[src/rtl/vcp_pkg.sv]
package vcp_pkg;

  typedef enum logic [1:0] {
    SEL_BYTE    = 2'd0,
    SEL_HALF_LO = 2'd1,
    SEL_HALF_HI = 2'd2,
    SEL_NONE    = 2'd3
  } sub_sel_e;

  typedef enum logic [1:0] {
    CMB_AND  = 2'd0,
    CMB_OR   = 2'd1,
    CMB_XOR  = 2'd2,
    CMB_XNOR = 2'd3
  } comb_e;

  // Relation enable bits inside the condition code.
  localparam int CC_LT_BIT = 0;
  localparam int CC_EQ_BIT = 1;
  localparam int CC_GT_BIT = 2;

  function automatic logic combine(comb_e op, logic x, logic y);
    logic r;
    unique case (op)
      CMB_AND:  r = x & y;
      CMB_OR:   r = x | y;
      CMB_XOR:  r = x ^ y;
      CMB_XNOR: r = ~(x ^ y);
    endcase
    return r;
  endfunction

endpackage

[src/rtl/vcp_operand_extract.sv]
module vcp_operand_extract
  import vcp_pkg::*;
#(
  parameter int DATA_W = 32,
  parameter int IMM_W  = 16,
  localparam int NBYTES = DATA_W / 8,
  localparam int BSEL_W = $clog2(NBYTES),
  localparam int HALF_W = DATA_W / 2
) (
  input  logic [DATA_W-1:0] word,
  input  logic [1:0]        sel,
  input  logic [BSEL_W-1:0] byte_pos,
  input  logic              is_signed,
  input  logic              use_imm,
  input  logic [IMM_W-1:0]  imm,
  output logic [DATA_W-1:0] value
);

  logic [7:0] lane [NBYTES];

  for (genvar g = 0; g < NBYTES; g++) begin : g_lane
    assign lane[g] = word[g*8 +: 8];
  end

  logic [7:0]        pick_b;
  logic [HALF_W-1:0] pick_h;

  always_comb begin
    pick_b = lane[byte_pos];
    pick_h = '0;
    value  = '0;
    if (use_imm) begin
      value = {{(DATA_W-IMM_W){is_signed & imm[IMM_W-1]}}, imm};
    end else begin
      unique case (sub_sel_e'(sel))
        SEL_BYTE: begin
          value = {{(DATA_W-8){is_signed & pick_b[7]}}, pick_b};
        end
        SEL_HALF_LO: begin
          pick_h = word[HALF_W-1:0];
          value  = {{(DATA_W-HALF_W){is_signed & pick_h[HALF_W-1]}}, pick_h};
        end
        SEL_HALF_HI: begin
          pick_h = word[DATA_W-1:HALF_W];
          value  = {{(DATA_W-HALF_W){is_signed & pick_h[HALF_W-1]}}, pick_h};
        end
        SEL_NONE: begin
          value = '0;
        end
      endcase
    end
  end

endmodule

[src/rtl/vcp_compare.sv]
module vcp_compare
  import vcp_pkg::*;
#(
  parameter int DATA_W = 32
) (
  input  logic [DATA_W-1:0] op_a,
  input  logic [DATA_W-1:0] op_b,
  input  logic              signed_cmp,
  input  logic [2:0]        cond,
  output logic              hit
);

  logic lt, eq, gt;

  always_comb begin
    eq = (op_a == op_b);
    if (signed_cmp) lt = ($signed(op_a) < $signed(op_b));
    else            lt = (op_a < op_b);
    gt  = ~lt & ~eq;
    hit = (cond[CC_LT_BIT] & lt) | (cond[CC_EQ_BIT] & eq) | (cond[CC_GT_BIT] & gt);
  end

endmodule

[src/rtl/vcp_pred_file.sv]
module vcp_pred_file #(
  parameter int PRED_N = 8,
  localparam int IDX_W = $clog2(PRED_N)
) (
  input  logic              clk,
  input  logic              rst_n,
  input  logic [IDX_W-1:0]  rd_idx,
  output logic              rd_bit,
  input  logic              we_p,
  input  logic [IDX_W-1:0]  wp_idx,
  input  logic              wp_bit,
  input  logic              we_s,
  input  logic [IDX_W-1:0]  ws_idx,
  input  logic              ws_bit,
  output logic [PRED_N-1:0] bits
);

  for (genvar g = 0; g < PRED_N; g++) begin : g_entry
    if (g == PRED_N - 1) begin : g_const
      assign bits[g] = 1'b1;
    end else begin : g_reg
      logic q;
      always_ff @(posedge clk) begin
        if (!rst_n)                                q <= 1'b0;
        else if (we_s && ws_idx == IDX_W'(g))      q <= ws_bit;
        else if (we_p && wp_idx == IDX_W'(g))      q <= wp_bit;
      end
      assign bits[g] = q;
    end
  end

  assign rd_bit = bits[rd_idx];

endmodule

[src/rtl/vcp_unit.sv]
module vcp_unit
  import vcp_pkg::*;
#(
  parameter int DATA_W = 32,
  parameter int IMM_W  = 16,
  parameter int PRED_N = 8,
  localparam int IDX_W  = $clog2(PRED_N),
  localparam int BSEL_W = $clog2(DATA_W / 8)
) (
  input  logic              clk,
  input  logic              rst_n,
  input  logic              in_valid,
  output logic              in_ready,
  input  logic [DATA_W-1:0] a_word,
  input  logic [1:0]        a_sel,
  input  logic [BSEL_W-1:0] a_byte,
  input  logic              a_signed,
  input  logic [DATA_W-1:0] b_word,
  input  logic [IMM_W-1:0]  b_imm,
  input  logic              b_use_imm,
  input  logic [1:0]        b_sel,
  input  logic [BSEL_W-1:0] b_byte,
  input  logic              b_signed,
  input  logic [2:0]        cond,
  input  logic [1:0]        comb_op,
  input  logic [IDX_W-1:0]  src_idx,
  input  logic [IDX_W-1:0]  dst_p_idx,
  input  logic [IDX_W-1:0]  dst_s_idx,
  output logic              err_const_dst,
  output logic [PRED_N-1:0] pred_bits
);

  localparam logic [IDX_W-1:0] CONST_IDX = IDX_W'(PRED_N - 1);

  logic [DATA_W-1:0] opa, opb;
  logic              hit, src_bit;
  logic              pri_bit, sec_bit;
  logic              accept, bad_dst;
  logic              we_p, we_s;

  assign in_ready = 1'b1;
  assign accept   = in_valid & in_ready;
  assign bad_dst  = (dst_p_idx == CONST_IDX);

  vcp_operand_extract #(.DATA_W(DATA_W), .IMM_W(IMM_W)) u_ext_a (
    .word(a_word), .sel(a_sel), .byte_pos(a_byte), .is_signed(a_signed),
    .use_imm(1'b0), .imm('0), .value(opa)
  );

  vcp_operand_extract #(.DATA_W(DATA_W), .IMM_W(IMM_W)) u_ext_b (
    .word(b_word), .sel(b_sel), .byte_pos(b_byte), .is_signed(b_signed),
    .use_imm(b_use_imm), .imm(b_imm), .value(opb)
  );

  vcp_compare #(.DATA_W(DATA_W)) u_cmp (
    .op_a(opa), .op_b(opb), .signed_cmp(a_signed | b_signed),
    .cond(cond), .hit(hit)
  );

  always_comb begin
    pri_bit = combine(comb_e'(comb_op), hit, src_bit);
    sec_bit = combine(comb_e'(comb_op), ~hit, src_bit);
  end

  assign we_p = accept & ~bad_dst;
  assign we_s = accept & ~bad_dst & (dst_s_idx != CONST_IDX);

  vcp_pred_file #(.PRED_N(PRED_N)) u_pf (
    .clk(clk), .rst_n(rst_n),
    .rd_idx(src_idx), .rd_bit(src_bit),
    .we_p(we_p), .wp_idx(dst_p_idx), .wp_bit(pri_bit),
    .we_s(we_s), .ws_idx(dst_s_idx), .ws_bit(sec_bit),
    .bits(pred_bits)
  );

  always_ff @(posedge clk) begin
    if (!rst_n) err_const_dst <= 1'b0;
    else        err_const_dst <= accept & bad_dst;
  end

endmodule

[config.mk]
export PLATFORM = sky130hd
export DESIGN_NAME = vcp_unit
export DESIGN_NICKNAME = d
export VERILOG_FILES = /design/src/rtl/vcp_pkg.sv /design/src/rtl/vcp_operand_extract.sv /design/src/rtl/vcp_compare.sv /design/src/rtl/vcp_pred_file.sv /design/src/rtl/vcp_unit.sv
export SDC_FILE = /design/constraint.sdc
export NUM_CORES = 1
export LEC_CHECK = 0
export BUFFER_PORTS_ARGS = -buffer_cell sky130_fd_sc_hd__buf_2
export CORE_MARGIN = 2
export CORE_UTILIZATION = 50
export DETAILED_ROUTE_END_ITERATION = 12
export GPL_TIMING_DRIVEN = 0
export MAX_ROUTING_LAYER = met4
export PLACE_DENSITY = 0.93
export SLEW_MARGIN = 40
export SYNTH_ARGS = -nofsm -noshare
export SYNTH_HDL_FRONTEND = slang
export SYNTH_SLANG_ARGS = --single-unit
[constraint.sdc]
create_clock -name clk -period 11.9 [get_ports clk]
set_input_delay 0.595 -clock clk [delete_from_list [all_inputs] [get_ports clk]]
set_output_delay 0.595 -clock clk [all_outputs]
set_load 0.005 [all_outputs]
Word-level counts from Yosys, hierarchy flattened
Cells that the tools add are included.
{"block": "totals", "word_cells": 122, "input_bits": 108, "ff_bits": 8, "output_inout_bits": 10}
{"block": "classes", "n_bitwise": 31, "order_cmp": 5, "reduce_logical": 26, "eq_ne": 24, "n_mux": 28}
{"op": "32-bit case mux with 4 select lines", "n": 2}
{"op": "32-bit less-than comparator", "n": 2}
{"op": "8-bit binary-select mux with 2-bit select", "n": 2}
{"op": "32-bit == test", "n": 1}
{"op": "32-bit 2-to-1 mux", "n": 1}
{"op": "8-bit 2-to-1 mux", "n": 4}
{"op": "3-bit == test, second input constant", "n": 7}
{"op": "1-bit bitwise AND", "n": 16}
{"op": "1-bit 2-to-1 mux", "n": 16}
{"op": "1-bit logical AND", "n": 14}
{"op": "2-bit nonzero test", "n": 7}
{"op": "2-bit == test, second input constant", "n": 6}
{"op": "3-bit by 2-bit == test with 1-bit output, second input constant", "n": 4}
{"op": "1-bit case mux with 4 select lines", "n": 2}
{"op": "2-bit by 1-bit == test with 1-bit output, second input constant", "n": 3}
{"op": "3-bit by 1-bit == test with 1-bit output, second input constant", "n": 2}
{"op": "3-bit >= comparator, second input constant", "n": 2}
{"op": "2-bit zero test", "n": 3}
{"op": "3-bit zero test", "n": 2}
{"op": "1-bit NOT", "n": 6}
{"op": "2-bit NOT with 3-bit output", "n": 2}
{"op": "1-bit bitwise OR", "n": 5}
{"op": "3-bit by 4-bit less-than comparator with 1-bit output, second input constant", "n": 1}
{"op": "1-bit binary-select mux with 3-bit select", "n": 1}
{"op": "2 further kinds", "n": 3}

Logic depth before layout (Yosys ltp)
{"block": "logic_depth", "ltp_word": 18, "mapped_depth": 18, "ltp_nobuf": 16}

Hierarchy
Synthesis repeated with hierarchy kept, for this count alone.
{"block": "hier_totals", "cells_unflattened": 403, "area_unflattened_um2": 3006.6}
{"mod": "vcp_operand_extract", "seq_area_each_um2": 0.0, "area_each_um2": 679.4, "cells_per_inst": 98, "n_inst": 2}
{"mod": "vcp_compare", "seq_area_each_um2": 0.0, "area_each_um2": 895.9, "cells_per_inst": 118, "n_inst": 1}
{"mod": "vcp_pred_file", "seq_area_each_um2": 140.1, "area_each_um2": 574.3, "cells_per_inst": 64, "n_inst": 1}
{"mod": "vcp_unit", "seq_area_each_um2": 20.0, "area_each_um2": 177.7, "cells_per_inst": 25, "n_inst": 1}

Worst setup path after synthesis
Ideal clock, no wire load.
{"block": "synth_timing", "path_type": "input to register", "start": "input port a_byte[0]", "end": "register u_pf.g_entry[1].g_reg.q", "n_path_buf": 1, "required_ps": 11809, "arrival_time_ps": 4273, "slack_ps": 7536, "setup_time_ps": 91, "cell_stages": 15, "path_cell_list": "buf_6 -> mux4_2 -> a211o_1 -> o21a_1 -> ha_1 -> nand4_4 -> o211ai_1 -> a211o_1 -> a211oi_2 -> mux2_1 -> ha_1 -> xnor2_1 -> a21oi_1 -> a221oi_1 -> a311oi_1"}
{"block": "synth_via", "elab_chain_cells": 17, "elab_cells_between_ends": 31, "classes_between": "order compare (2); eq/ne (1); mux (9); bitwise (19)"}
{"item": "start, declared", "line": "vcp_unit.sv:16", "rtl": "input logic [BSEL_W-1:0] a_byte,"}
{"item": "2-bit NOT with 3-bit output (not written as such) (*)", "line": "vcp_operand_extract.sv:29", "rtl": "pick_b = lane[byte_pos];"}
{"item": "8-bit binary-select mux with 2-bit select (*)", "line": "vcp_operand_extract.sv:29"}
{"item": "8-bit 2-to-1 mux (not written as such) (*) (2 in a row)", "line": "vcp_operand_extract.sv:29"}
{"item": "1-bit bitwise AND", "line": "vcp_operand_extract.sv:37", "rtl": "value = {{(DATA_W-8){is_signed & pick_b[7]}}, pick_b};"}
{"item": "32-bit case mux with 4 select lines (*)", "line": "vcp_operand_extract.sv:35", "rtl": "unique case (sub_sel_e'(sel))"}
{"item": "32-bit less-than comparator, on equally long branches", "line": "vcp_compare.sv:18, vcp_compare.sv:17"}
{"item": "1-bit 2-to-1 mux", "line": "vcp_compare.sv:17", "rtl": "if (signed_cmp) lt = ($signed(op_a) < $signed(op_b));"}
{"item": "1-bit NOT", "line": "vcp_compare.sv:19", "rtl": "gt = ~lt & ~eq;"}
{"item": "1-bit bitwise AND", "line": "vcp_compare.sv:19"}
{"item": "1-bit bitwise AND", "line": "vcp_compare.sv:20", "rtl": "hit = (cond[CC_LT_BIT] & lt) | (cond[CC_EQ_BIT] & eq) | (cond[CC_GT_BIT] & gt);"}
{"item": "1-bit bitwise OR (*)", "line": "vcp_compare.sv:20"}
{"item": "1-bit bitwise XOR or 1-bit NOT (tied branches)", "line": "vcp_pkg.sv:27, vcp_pkg.sv:28, vcp_unit.sv:62"}
{"item": "1-bit NOT or 1-bit bitwise XOR (tied branches)", "line": "vcp_pkg.sv:28, vcp_pkg.sv:27"}
{"item": "1-bit case mux with 4 select lines or 1-bit NOT (tied branches)", "line": "vcp_pkg.sv:24, vcp_pkg.sv:28"}
{"item": "1-bit 2-to-1 mux or 1-bit case mux with 4 select lines (tied branches)", "line": "vcp_pred_file.sv:26, vcp_pkg.sv:24"}
{"item": "1-bit 2-to-1 mux (*)", "line": "vcp_pred_file.sv:25", "rtl": "else if (we_s && ws_idx == IDX_W'(g)) q <= ws_bit;"}
{"item": "end signal, assigned", "line": "vcp_pred_file.sv:25"}
{"item": "end signal, assigned", "line": "vcp_pred_file.sv:26", "rtl": "else if (we_p && wp_idx == IDX_W'(g)) q <= wp_bit;"}
{"item": "end, declared", "line": "vcp_pred_file.sv:22", "rtl": "logic q;"}
Every way passes the cells marked *; elsewhere a longest branch is shown, timed or not. The select of a mux whose other input is x is not followed.
A chain may end at the register's enable or synchronous reset.

Worst setup path after layout
Same ends and word-level chain as after synthesis.

==> results.md <==
- For the worst setup path, the data required time is 12.04 ns.
- The cell type of the slowest stage on the worst timing path is sky130_fd_sc_hd__mux4_2.
- CTS placed an instance of sky130_fd_sc_hd__clkbuf_8 at the clock tree root.
- The run finished with clean final reports.
- The combined flip-flop and latch cell area is 160 um^2.
- Setup repair after global routing left no endpoint under its margin.
- During placement, the flow inserted port buffers numbering 107.
- The final number of hold-violating endpoints was 0.
- The maximum VDD drop is 67.2 uV.
- The hold path startpoint is rst_n.
- The minimum period implied by the final worst setup slack is approximately 4.7 ns.
- The signal on the critical path passes through buf_6 -> mux4_2 -> a211o_1 -> o21a_1 -> ha_1 -> nand4_1 -> nor2_1 -> a211o_1 -> a211oi_2 -> mux2_1 -> ha_1 -> xnor2_1 -> a21oi_1 -> a221oi_1 -> a311oi_1.
- During I/O placement, the number of pins put on the boundary was around 120.
- Of the total synthesized cell area, the portion taken by XOR and XNOR cells is less than 1%.
- The dominant register cell in the synthesized netlist is sky130_fd_sc_hd__dfxtp_1.
- From synthesis to final layout, the design area changed by 27.4%.
- The estimated wirelength of the detail-placed design is roughly 6300 um.
- The clock drives 8 sinks.
- The total detailed-routing wirelength is slightly below 8000 um.
- The basic-gate share of the synthesized area counting and, or, nand and nor cells is 19.7%.
- The final cell area excluding filler cells is 3110 um^2.
- The initial antenna violation count is 0.
- The clock skew is 0.00765 ns.
- Headroom to the max-slew limit came out at between 50% and 60%.
- The largest family of logic cells by synthesized area is multiplexers.
- The path type of the worst min-delay path is in2reg.
- The number of hold buffers added after CTS was 0.
- Counting instances, the worst hold path has a depth of 2.
- The synthesized netlist devotes 10.7% of its cell area to adder and majority cells.
- The endpoint identified for the worst register-to-register timing path is u_pf.g_entry[1].g_reg.q.
- Data arrives at the worst endpoint at 4.81 ns.
- The number of gates resized after cts is 0.
- Multiplexer cells account for between 20% and 30% of the synthesized area.
- The total area inside the core boundary comes to between 4000 and 5000 um^2.
- The post-synthesis async set-or-reset flop share is 0%.
- The buffer count from post-CTS setup fixing is 0.
- The clock-pin transition on the worst setup and hold timing paths is approximately 0.05 ns.
- The placement-stage cell area is between 3000 and 4000 um^2.
- The post-synthesis average cell area is 7.89 um^2.
- The global-route wire length before repair is 12400 um.
- The number of enable-type register cells in the synthesized netlist is 0.
- The worst register-to-register path has a depth of 8.
- The static leakage is 1.50 nW.
- The congestion estimate from routability-driven global placement came to 0.918.
- The post-detailed-route wirelength per cell is 15.8 um.
- The critical path is of the in2reg type.
- The launch instance of the worst register-to-register path is u_pf.g_entry[5].g_reg.q.
- The flip-flop and latch count after synthesis is 8.
- The overall die width is 73.9 um.
- For the final routed database, the setup TNS stands at 0 ns.
- Across the run, the number of max-cap violations was 0.
- The setup check on the worst reg-to-reg path leaves a slack of 9.33 ns.
- The clock buffer count from CTS is 3.
- The post-route netlist has 36.1% of its cells at a drive strength greater than 1.
- The post-synthesis compound-gate area fraction is 26.5%.
- The number of different library cells used by synthesis comes to 44.
- The combined buffer and inverter count along the critical path is 1.
- After floorplanning, the core was divided into 25 placement rows.
- The top achievable clock speed is 214 MHz.
- TritonCTS built the clock tree.
- The routed layout has about 3000 vias.
- In this run the number of H-tree levels came out at 1.
- The endpoint with the worst hold slack is u_pf.g_entry[5].g_reg.q.
- After layout, the worst path uses 39.2% of the clock period.
- In this run the vertical extent of the chip is about 74 um.
- For this run, the total global-route usage over all layers was measured as a little under 30%.
- The part of the Yosys area used for sequential elements is 6.55%.
- In this run, the number of DRC markers left after iteration 0 of detailed routing was 291.
- The share of Yosys cell area claimed by the top area cell type is 15.7%.
- Setup violations remaining at the end of the flow were counted as 0.
- The critical path starts at a_byte[0].
- The final max-slew violation count came to 0.
- For this design the ratio of total power to cell area is 60.3 nW/um^2.
- The final-layout fill cell count is 392.
- The synthesized design spends more area on one cell type than any other, namely sky130_fd_sc_hd__mux4_2.
- The count of nets left with antenna violations once routing finished came out at 0.
- The multi-input combinational cell area is 2070 um^2.
- For this run, the number of Yosys warnings is 0.
- The repair_antennas step left the layout with diodes totalling 0.
- The most common cell after layout, fill and taps aside is sky130_fd_sc_hd__buf_2.
- The detailed-route DRC error count is 0.
- The first-pass detailed-route iteration total is 5.
- The number of nets in the layout is ~550.
- Entering global routing, the biggest net connects 11 pins.
- The kind of cell with the highest combined delay along the critical path is compound AO/OA/AOI/OAI gates.
- The clock latency at the later pin of the worst-skew pair is 0.24 ns.
- The die covers roughly 5500 um^2.
- In this run the worst path has a maximum fanout of 8.
- The clock passes through at most 2 buffers.
- After global routing the overflow that remains totals 0.
- The maximum cell stage delay along the critical path is 0.54 ns.
- The transition time of the tightest slew-check pin is around 0.62 ns.
- The library cells used most frequently in the layout, excluding fill and tap cells, are sky130_fd_sc_hd__buf_2, sky130_fd_sc_hd__o21ai_0, sky130_fd_sc_hd__a21oi_1.
- Synthesis handed over a netlist of 310 instances.
- By area the synthesized netlist is led by sky130_fd_sc_hd__mux4_2, sky130_fd_sc_hd__ha_1, sky130_fd_sc_hd__mux2i_1, sky130_fd_sc_hd__o21ai_0, sky130_fd_sc_hd__dfxtp_1.
- For this configuration, the core starts out at a cell density of 51.8%.
- The startpoint type of the worst setup path is an input port.
- In this run the cell area of the synthesized design comes to 2440 um^2.
- The number of global-route vias before repair is 2840.
- The capturing element type of the critical path is a register.
- In the routed layout, each cell is associated on average with a via count of 6.07.
-- report_power, final --
group | total, mW | internal [mW] | switching (mW) | leakage, nW
sequential | 0.0295 | 0.0283 | 0.00119 | 0.0651
combinational | 0.124 | 0.0594 | 0.0648 | 1.41
clock | 0.0342 | 0.0220 | 0.0121 | 0.0216
-- synthesized netlist by cell type (2+ instances only) --
cell	instances
sky130_fd_sc_hd__mux2i_1	21
sky130_fd_sc_hd__a21oi_1	28
sky130_fd_sc_hd__and3_1	2
sky130_fd_sc_hd__nand2_1	21
sky130_fd_sc_hd__nor3_1	8
sky130_fd_sc_hd__buf_2	5
sky130_fd_sc_hd__clkbuf_1	9
sky130_fd_sc_hd__mux2_1	2
sky130_fd_sc_hd__mux2_2	3
sky130_fd_sc_hd__a311oi_1	4
sky130_fd_sc_hd__ha_1	21
sky130_fd_sc_hd__o21a_1	9
sky130_fd_sc_hd__nor2_1	11
sky130_fd_sc_hd__xnor2_1	2
sky130_fd_sc_hd__nand2b_1	11
sky130_fd_sc_hd__buf_4	9
sky130_fd_sc_hd__o21ai_0	38
sky130_fd_sc_hd__o211a_1	2
sky130_fd_sc_hd__nor2b_1	22
sky130_fd_sc_hd__buf_1	3
sky130_fd_sc_hd__a221oi_1	3
sky130_fd_sc_hd__dfxtp_1	8
sky130_fd_sc_hd__nor3b_1	2
sky130_fd_sc_hd__a32oi_1	7
sky130_fd_sc_hd__inv_1	20
sky130_fd_sc_hd__mux4_2	17
sky130_fd_sc_hd__a211o_1	2
sky130_fd_sc_hd__a211oi_1	4
-- worst max path at each step --
stage	to	slack, ns	depth (start not counted)
after detailed placement	u_pf.g_entry[1].g_reg.q	7.03	15
final	u_pf.g_entry[1].g_reg.q	7.23	15
after floorplan	u_pf.g_entry[1].g_reg.q	7.54	15
after global placement	u_pf.g_entry[4].g_reg.q	7.21	15
after global routing	u_pf.g_entry[1].g_reg.q	6.88	15
after CTS	u_pf.g_entry[1].g_reg.q	7.26	15
-- flip-flops by register name, indices dropped and copies added, names as in the netlist --
register and flops:
u_pf.g_entry.g_reg.q 7, err_const_dst 1
-- cells by family (layout without fill, tap and decap cells) --
family / Yosys count / count (layout)
AO/OA/AOI/OAI: 103 / 103
AND/OR/NAND/NOR: 85 / 85
buffers and inverters: 47 / 157
multiplexers: 43 / 43
adder cells (fa/ha/maj): 21 / 21
flip-flops: 8 / 8
XOR/XNOR: 2 / 2
other: 1 / 2
-- metrics by stage --
step                std cells  hold slack [ns]  util, %  setup WS, ns  total power [mW]
floorplan                 311            0.597        -          7.54             0.111
global placement          485            0.655     65.0          7.21             0.144
detailed placement        485            0.661     65.0          7.03             0.151
CTS                       488            0.623     65.8          7.26             0.184
global route              488            0.638     65.9          6.88             0.202
finish                    488            0.626     65.9          7.23             0.188
-- worst register-to-register path, delay by kind of cell, from the launching register on --
kind                     cells  cell delay, ns
buffers and inverters        1            0.09
adder cells (fa/ha/maj)      1            0.24
multiplexers                 2            0.77
AO/OA/AOI/OAI                3            0.91
flip-flops                   1            0.33
XOR/XNOR                     1            0.13
-- final cells by class --
class | instances | share of cell area, %
tap | 67 | 2.69
inverter | 20 | 2.41
sequential | 8 | 5.14
clock buffer | 3 | 1.33
multi-input combinational | 256 | 66.5
buffer | 27 | 4.78
timing repair buffer | 107 | 17.2
-- routing by layer --
metal | global-route usage [%] | vias up | part of all wire (%)
li1 | - | 1376 | -
met1 | 31.5 | 1362 | 37
met2 | 53.3 | 189 | 51
met3 | 2.61 | 35 | 8.1
met4 | 13.7 | 0 | 4.0
met5 | - | - | 0
No activity file was read; power rests on OpenSTA's default activity.
